`config.mk`:
```
export PLATFORM = sky130hd
export DESIGN_NAME = sr_gate_ctrl
export DESIGN_NICKNAME = d
export VERILOG_FILES = /design/src/rtl/sr_gate_pkg.sv /design/src/rtl/sr_gate_datapath.sv /design/src/rtl/sr_gate_control.sv /design/src/rtl/sr_gate_ctrl.sv
export SDC_FILE = /design/constraint.sdc
export NUM_CORES = 1
export LEC_CHECK = 0
export BUFFER_PORTS_ARGS = -buffer_cell sky130_fd_sc_hd__buf_4
export CAP_MARGIN = 20
export CELL_PAD_IN_SITES_DETAIL_PLACEMENT = 1
export CELL_PAD_IN_SITES_GLOBAL_PLACEMENT = 2
export CORE_MARGIN = 1.5
export CORE_UTILIZATION = 39
export DETAILED_ROUTE_END_ITERATION = 8
export PLACE_DENSITY = 0.85
export SETUP_SLACK_MARGIN = 0.2
export SLEW_MARGIN = 5
export SYNTH_ARGS = -nofsm -noshare
export SYNTH_HDL_FRONTEND = slang
export SYNTH_HIERARCHICAL = 1
export SYNTH_SLANG_ARGS = --single-unit
```
`constraint.sdc`:
```
create_clock -name clk -period 2.9 [get_ports clk]
set_input_delay 0 -clock clk [delete_from_list [all_inputs] [get_ports clk]]
set_output_delay 0 -clock clk [all_outputs]
set_load 0.01 [all_outputs]
```
`src/rtl/sr_gate_pkg.sv`:
```
package sr_gate_pkg;

  localparam int NUM_CMP   = 3;
  localparam int CMP_ON    = 0;
  localparam int CMP_OFF   = 1;
  localparam int CMP_REARM = 2;

  typedef enum logic [1:0] {
    ST_IDLE      = 2'd0,
    ST_ON_MASKED = 2'd1,
    ST_ON_ARMED  = 2'd2,
    ST_BLANK     = 2'd3
  } srState_e;

  // events from datapath to control
  typedef struct packed {
    logic onRise;
    logic offLevel;
    logic rearmRise;
    logic minOnDone;
  } cmpEvents_t;

  // strobes from control to datapath
  typedef struct packed {
    logic clearTimer;
  } ctrlStrobes_t;

endpackage

```
`src/rtl/sr_gate_datapath.sv`:
```
module sr_gate_datapath
  import sr_gate_pkg::*;
#(
  parameter int MIN_ON_CYCLES = 16,
  parameter int SYNC_STAGES   = 2
) (
  input  logic                clk,
  input  logic                rstN,
  input  logic [NUM_CMP-1:0]  rawFlags,
  input  ctrlStrobes_t        strobes,
  output cmpEvents_t          events
);

  localparam int CNT_W = (MIN_ON_CYCLES < 2) ? 1 : $clog2(MIN_ON_CYCLES + 1);
  localparam logic [CNT_W-1:0] TIMER_LAST = CNT_W'(MIN_ON_CYCLES - 1);

  logic [NUM_CMP-1:0] syncFlags;
  logic [NUM_CMP-1:0] prevFlags;
  logic [NUM_CMP-1:0] riseFlags;

  genvar gi;
  generate
    for (gi = 0; gi < NUM_CMP; gi++) begin : g_sync
      logic [SYNC_STAGES-1:0] chain;
      always_ff @(posedge clk or negedge rstN) begin
        if (!rstN) chain <= '0;
        else       chain <= {chain[SYNC_STAGES-2:0], rawFlags[gi]};
      end
      assign syncFlags[gi] = chain[SYNC_STAGES-1];
    end
  endgenerate

  always_ff @(posedge clk or negedge rstN) begin
    if (!rstN) prevFlags <= '0;
    else       prevFlags <= syncFlags;
  end

  assign riseFlags = syncFlags & ~prevFlags;

  logic [CNT_W-1:0] onTimer;

  always_ff @(posedge clk or negedge rstN) begin
    if (!rstN)                    onTimer <= TIMER_LAST;
    else if (strobes.clearTimer)  onTimer <= '0;
    else if (onTimer < TIMER_LAST) onTimer <= onTimer + 1'b1;
  end

  always_comb begin
    events.onRise    = riseFlags[CMP_ON];
    events.offLevel  = syncFlags[CMP_OFF];
    events.rearmRise = riseFlags[CMP_REARM];
    events.minOnDone = (onTimer == TIMER_LAST);
  end

endmodule

```
`src/rtl/sr_gate_control.sv`:
```
module sr_gate_control
  import sr_gate_pkg::*;
(
  input  logic         clk,
  input  logic         rstN,
  input  cmpEvents_t   events,
  output ctrlStrobes_t strobes,
  output srState_e     curState,
  output logic         gateReg
);

  srState_e nextState;

  always_comb begin
    nextState          = curState;
    strobes.clearTimer = 1'b0;
    unique case (curState)
      ST_IDLE: begin
        if (events.onRise) begin
          nextState          = ST_ON_MASKED;
          strobes.clearTimer = 1'b1;
        end
      end
      ST_ON_MASKED: begin
        if (events.minOnDone)
          nextState = events.offLevel ? ST_BLANK : ST_ON_ARMED;
      end
      ST_ON_ARMED: begin
        if (events.offLevel) nextState = ST_BLANK;
      end
      ST_BLANK: begin
        if (events.rearmRise) nextState = ST_IDLE;
      end
      default: nextState = ST_IDLE;
    endcase
  end

  always_ff @(posedge clk or negedge rstN) begin
    if (!rstN) begin
      curState <= ST_IDLE;
      gateReg  <= 1'b0;
    end else begin
      curState <= nextState;
      gateReg  <= (nextState == ST_ON_MASKED) || (nextState == ST_ON_ARMED);
    end
  end

endmodule

```
`src/rtl/sr_gate_ctrl.sv`:
```
module sr_gate_ctrl
  import sr_gate_pkg::*;
#(
  parameter int MIN_ON_CYCLES = 16
) (
  input  logic       clk,
  input  logic       rstN,
  input  logic       onCmpIn,
  input  logic       offCmpIn,
  input  logic       rearmCmpIn,
  output logic       gateOn,
  output logic [1:0] ctrlState
);

  cmpEvents_t         events;
  ctrlStrobes_t       strobes;
  srState_e           curState;
  logic [NUM_CMP-1:0] rawFlags;

  always_comb begin
    rawFlags            = '0;
    rawFlags[CMP_ON]    = onCmpIn;
    rawFlags[CMP_OFF]   = offCmpIn;
    rawFlags[CMP_REARM] = rearmCmpIn;
  end

  sr_gate_datapath #(
    .MIN_ON_CYCLES (MIN_ON_CYCLES),
    .SYNC_STAGES   (2)
  ) u_dp (
    .clk      (clk),
    .rstN     (rstN),
    .rawFlags (rawFlags),
    .strobes  (strobes),
    .events   (events)
  );

  sr_gate_control u_ctl (
    .clk      (clk),
    .rstN     (rstN),
    .events   (events),
    .strobes  (strobes),
    .curState (curState),
    .gateReg  (gateOn)
  );

  assign ctrlState = curState;

endmodule

```
==> Yosys cells after proc, flatten, opt, wreduce, memory -nomap -nowiden <==
Cells that the tools add are included.
Widths: inputs -> output; s select.
{ "classes": {"add_sub_neg": 1, "order_cmp": 1, "eq_ne": 6, "muxes": 10, "n_bitwise": 2, "reduce_logical": 3} }
{ "ops": {"columns": ["op", "n"], "rows": [
  ["$mux 5", 2],
  ["$mux 2", 4],
  ["$pmux 2 s4", 1],
  ["$eq 2x2->1 const B", 3],
  ["$add 5x1->5 const B", 1],
  ["$eq 5x4->1 const B", 1],
  ["$lt 5x4->1 const B", 1],
  ["$eq 2x1->1 const B", 2],
  ["$and 3x3->3", 1],
  ["$mux 1", 3],
  ["$not 3->3", 1],
  ["$logic_not 2->1", 1],
  ["$reduce_bool 2->1", 1],
  ["$logic_or 1x1->1", 1]
]} }
{ "word_totals": {"ff_bits": 17, "input_bits": 5, "out_inout_bits": 3, "word_cells": 30} }

==> Logic depth before layout (Yosys ltp) <==
{ "depth": {"ltp_word": 6, "mapped_depth": 5, "mapped_depth_nobuf": 5} }

==> By module <==
Netlist, hierarchy kept.
{ "modules_own_cells": {"columns": ["module", "n_inst", "cells_each", "area_per_inst_um2", "seq_area_each_um2"], "rows": [
  ["sr_gate_datapath", 1, 33, 479.2, 330.3],
  ["sr_gate_control", 1, 12, 148.9, 75.1]
]} }

==> Worst setup path after synthesis <==
OpenSTA, ideal clock, no wires.
{ "synth_timing": {"kind": "flip-flop to flip-flop", "from": "reg u_dp.onTimer[0]", "to": "reg u_ctl.curState[0]", "setup_ns": 0.138, "t_arrival_ns": 1.490, "t_required_ns": 2.762, "path_slack_ns": 1.272, "stages_incl_launch_ff": 6, "path_buffers": 0, "period_less_slack_ns": 1.628, "cell_sequence": "dfstp_2 -> ha_1 -> and3_2 -> ha_1 -> nand2b_1 -> mux4_2"} }
{ "synth_rtl": {"columns": ["element", "line", "text"], "rows": [
  ["start, declared", "sr_gate_datapath.sv:40", "logic [CNT_W-1:0] onTimer;"],
  ["start signal, assigned", "sr_gate_datapath.sv:45", "else if (onTimer < TIMER_LAST) onTimer <= onTimer + 1'b1;"],
  ["end signal, assigned", "sr_gate_control.sv:43", "curState <= nextState;"],
  ["end, declared", "sr_gate_control.sv:8", "output srState_e curState,"]
]} }

==> metrics.md <==
| Metric | Value |
|---|---|
| Final net count | `67` |
| HP Class | `in2async` |
| Post-synth top area share | `0.478` |
| Maximum vdd ir drop | `around 0.00036 V` |
| Ys Warns | `6` |
| Root buffer cell | `clkbuf_4` |
| Clk slew on worst S/H paths | `about 0.090 ns` |
| Slew Limit Fails | `0` |
| Critical path class | `reg2reg` |
| Vias per std cell | `between 5 and 6` |
| Status | `complete, no violations` |
| Setup crit start kind | `flop` |
| Ant. Diodes | `0` |
| DRT iter0 DRCs | `1` |
| Post_cts resized | `0` |
| Gr usage total | `0.128` |
| H-tree Lvls | `1` |
| Setup tns final | `0 ns` |
| IO Port Bufs | `7` |
| Die Wd | `about 43 um` |
| Final Non-Filler Cells | `between 70 and 80` |
| Global-route wire length before repair | `around 1600 um` |
| DR WL/cell | `about 13 um` |
| Ranking of synthesized cells by area | `dfrtp_1, dfstp_2, ha_1, mux4_2, a31oi_1` |
| TritonCTS clock tree | `yes` |
| Core area | `between 0.0015 and 0.002 mm^2` |
| Register area share after synthesis | `0.645` |
| Worst clock skew | `approximately 0.0021 ns` |
| 1st-pass router iterations | `2` |
| Post-CTS Setup Bufs | `0` |
| Fin crit period | `1.72 ns` |
| Area Overhead vs Synth | `22.5%` |
| Static Leakage | `0.345 nW` |
| Initial antenna violation count | `0` |
| Synth Net Count | `between 50 and 60` |
| Critical path's slowest cell | `dfstp_2` |
| Sink Count | `16` |
| Post-route cell area | `769 um^2` |
| Layout cells sized above 1 | `0.339` |
| Grt ovf | `0` |
| Final setup vio count | `0` |
| Syn Area/Cell | `14.0 um^2` |
| Worst endpoint required time | `around 3.1 ns` |
| Max Cap Viol | `0` |
| Pwr dens | `just under 900 mW/mm^2` |
| Mapped cell area | `628 um^2` |
| Die area | `0.00186 mm^2` |
| Starting Density | `0.417` |
| Type of destination of the critical path | `flop` |
| Largest net degree at the start of global routing | `17` |
| Final GP Congestion | `approximately 0.73` |
| Final wirelength | `just under 1000 um` |
| Dpl cell area | `693 um^2` |
| FF+latch count, synth | `16` |
| Slew headroom | `0.569` |
| Final hold viol count | `0` |
| Clk Latency, worst-skew pair | `about 0.28 ns` |
| Die Ht | `approximately 43 um` |
| # IOs | `8` |
| Yosys top cell by area | `dfrtp_1` |
| Detail Route Antenna Nets | `0` |
| Core Util, Final | `0.511` |
| Vias in the first global route | `slightly below 400` |
| Site Rows | `14` |
| Worst-margin pin slew | `0.645 ns` |
| Deepest clock path buffer count | `2` |
| Vias after detailed routing | `400` |
| RSZ-0062 raised after global routing | `no` |
| Yosys cell types | `20` |
| Synth Instances | `between 40 and 50` |
| Achievable Freq | `~0.58 GHz` |
| Clock buffer count from CTS | `3` |
| Final Cycle Share | `0.593` |
| Peak fanout along the critical path | `5` |
| Dpl cells | `between 60 and 70` |
| Crit path top cell by count | `ha_1` |
| WP data arrival | `between 1.5 and 2 ns` |
| Residual DRC | `0` |
| Critical path's largest stage delay | `between 0.5 and 0.6 ns` |
| Critical path cell sequence | `ha_1, and3_2, ha_1, nand2b_1, mux4_2` |
-- layout by cell type, fill, tap and decap left out --
cell           instances
nor2b_1                3
inv_1                  3
dlygate4sd3_1          4
o21bai_1               2
mux4_2                 1
dfrtp_1               12
nor3_1                 1
nand4_2                1
nor3b_1                1
a221oi_2               1
nand2b_1               2
ha_1                   2
dfstp_2                4
a31oi_1                3
a21o_2                 1
buf_4                  7
a221oi_1               1
a21oi_1                2
nor2_1                 2
and3_2                 1
clkbuf_4               3
clkbuf_8               1
a41oi_1                1
-- layer usage --
metal  vias to the layer above  global-route usage  part of all wire  wire, um
li1                        191                   -                 -         -
met1                       194               0.144              0.46       445
met2                        11               0.203              0.48       469
met3                         4              0.0383             0.038        37
met4                         0              0.0909             0.025        24
met5                         -                   0                 0         0
-- synth_stat cells, drive strengths merged --
cell and n:
nor2b 3, nand2b 2, dfrtp 12, mux4 1, and3 1, a41oi 1
inv 3, nor3b 1, a31oi 3, buf 1, ha 2, nand4 1
a21o 1, a221oi 2, a21oi 2, o21bai 2, nor2 2, nor3 1
dfstp 4
-- registers in the layout (all words and copies together) (netlist names) --
| register | flops |
|---|---|
| u_ctl/gateReg | 1 |
| u_dp/prevFlags | 2 |
| u_dp/g_sync.chain | 6 |
| u_dp/onTimer | 5 |
| u_ctl/curState | 2 |
-- critical path, delay by kind of cell, from the launching register on --
kind	cells	cell delay (ns)
and+or+nand+nor	2	0.23
adders and majority gates	2	0.34
muxes	1	0.44
DFF	1	0.59
-- power breakdown --
| group | internal [mW] | total, mW | switching [mW] |
|---|---|---|---|
| clock | 0.0764 | 0.145 | 0.0684 |
| sequential | 0.297 | 0.363 | 0.0659 |
| combinational | 0.0973 | 0.162 | 0.0647 |
-- final cells by class --
class                      instances  area, um^2
clock buffer                       4        36.3
fill                             158         737
inverter                           3        11.3
multi-input combinational         25         204
sequential                        16         405
tap                               16        20.0
timing repair buffer              11        92.6
-- through the flow --
stage	power (mW)	setup WS, ns	hold WS (ns)
3_3_place_gp	0.521	1.20	-0.133
6_report	0.670	1.18	0.0946
4_1_cts	0.679	1.17	0.102
5_1_grt	0.719	1.09	0.108
2_1_floorplan	0.467	1.27	-0.296
3_5_place_dp	0.529	1.18	-0.134
-- kinds of logic after synthesis --
kind of cell,Yosys count,share of synthesized area
and+or+nand+nor,11,0.114
buffers and inverters,4,0.0299
DFF,16,0.645
adders and majority gates,2,0.0398
AOI/OAI and AO/OA,11,0.135
muxes,1,0.0359
-- path summary, 6_finish.rpt --
kind                                         startpoint                       to  slack [ns]  cells after the start
worst max-delay path                    u_dp/onTimer[0]        u_ctl/curState[0]        1.18                      5
worst min-delay path                               rstN        u_ctl/curState[0]        0.09                      2
worst max register to register          u_dp/onTimer[0]        u_ctl/curState[0]        1.18                      5
worst min register to register  u_dp/g_sync[1].chain[0]  u_dp/g_sync[1].chain[1]        0.36                      0
max in group asynchronous                          rstN          u_dp/onTimer[1]        2.56                      2
min in group clk                u_dp/g_sync[1].chain[0]  u_dp/g_sync[1].chain[1]        0.36                      0
-- what timing repair did --
action / in CTS / in global routing
setup endpoints to repair: 0 / 0
hold endpoints to repair: 19 / 0
hold buffers: 4 / 0
No activity file was read; power rests on OpenSTA's default activity.
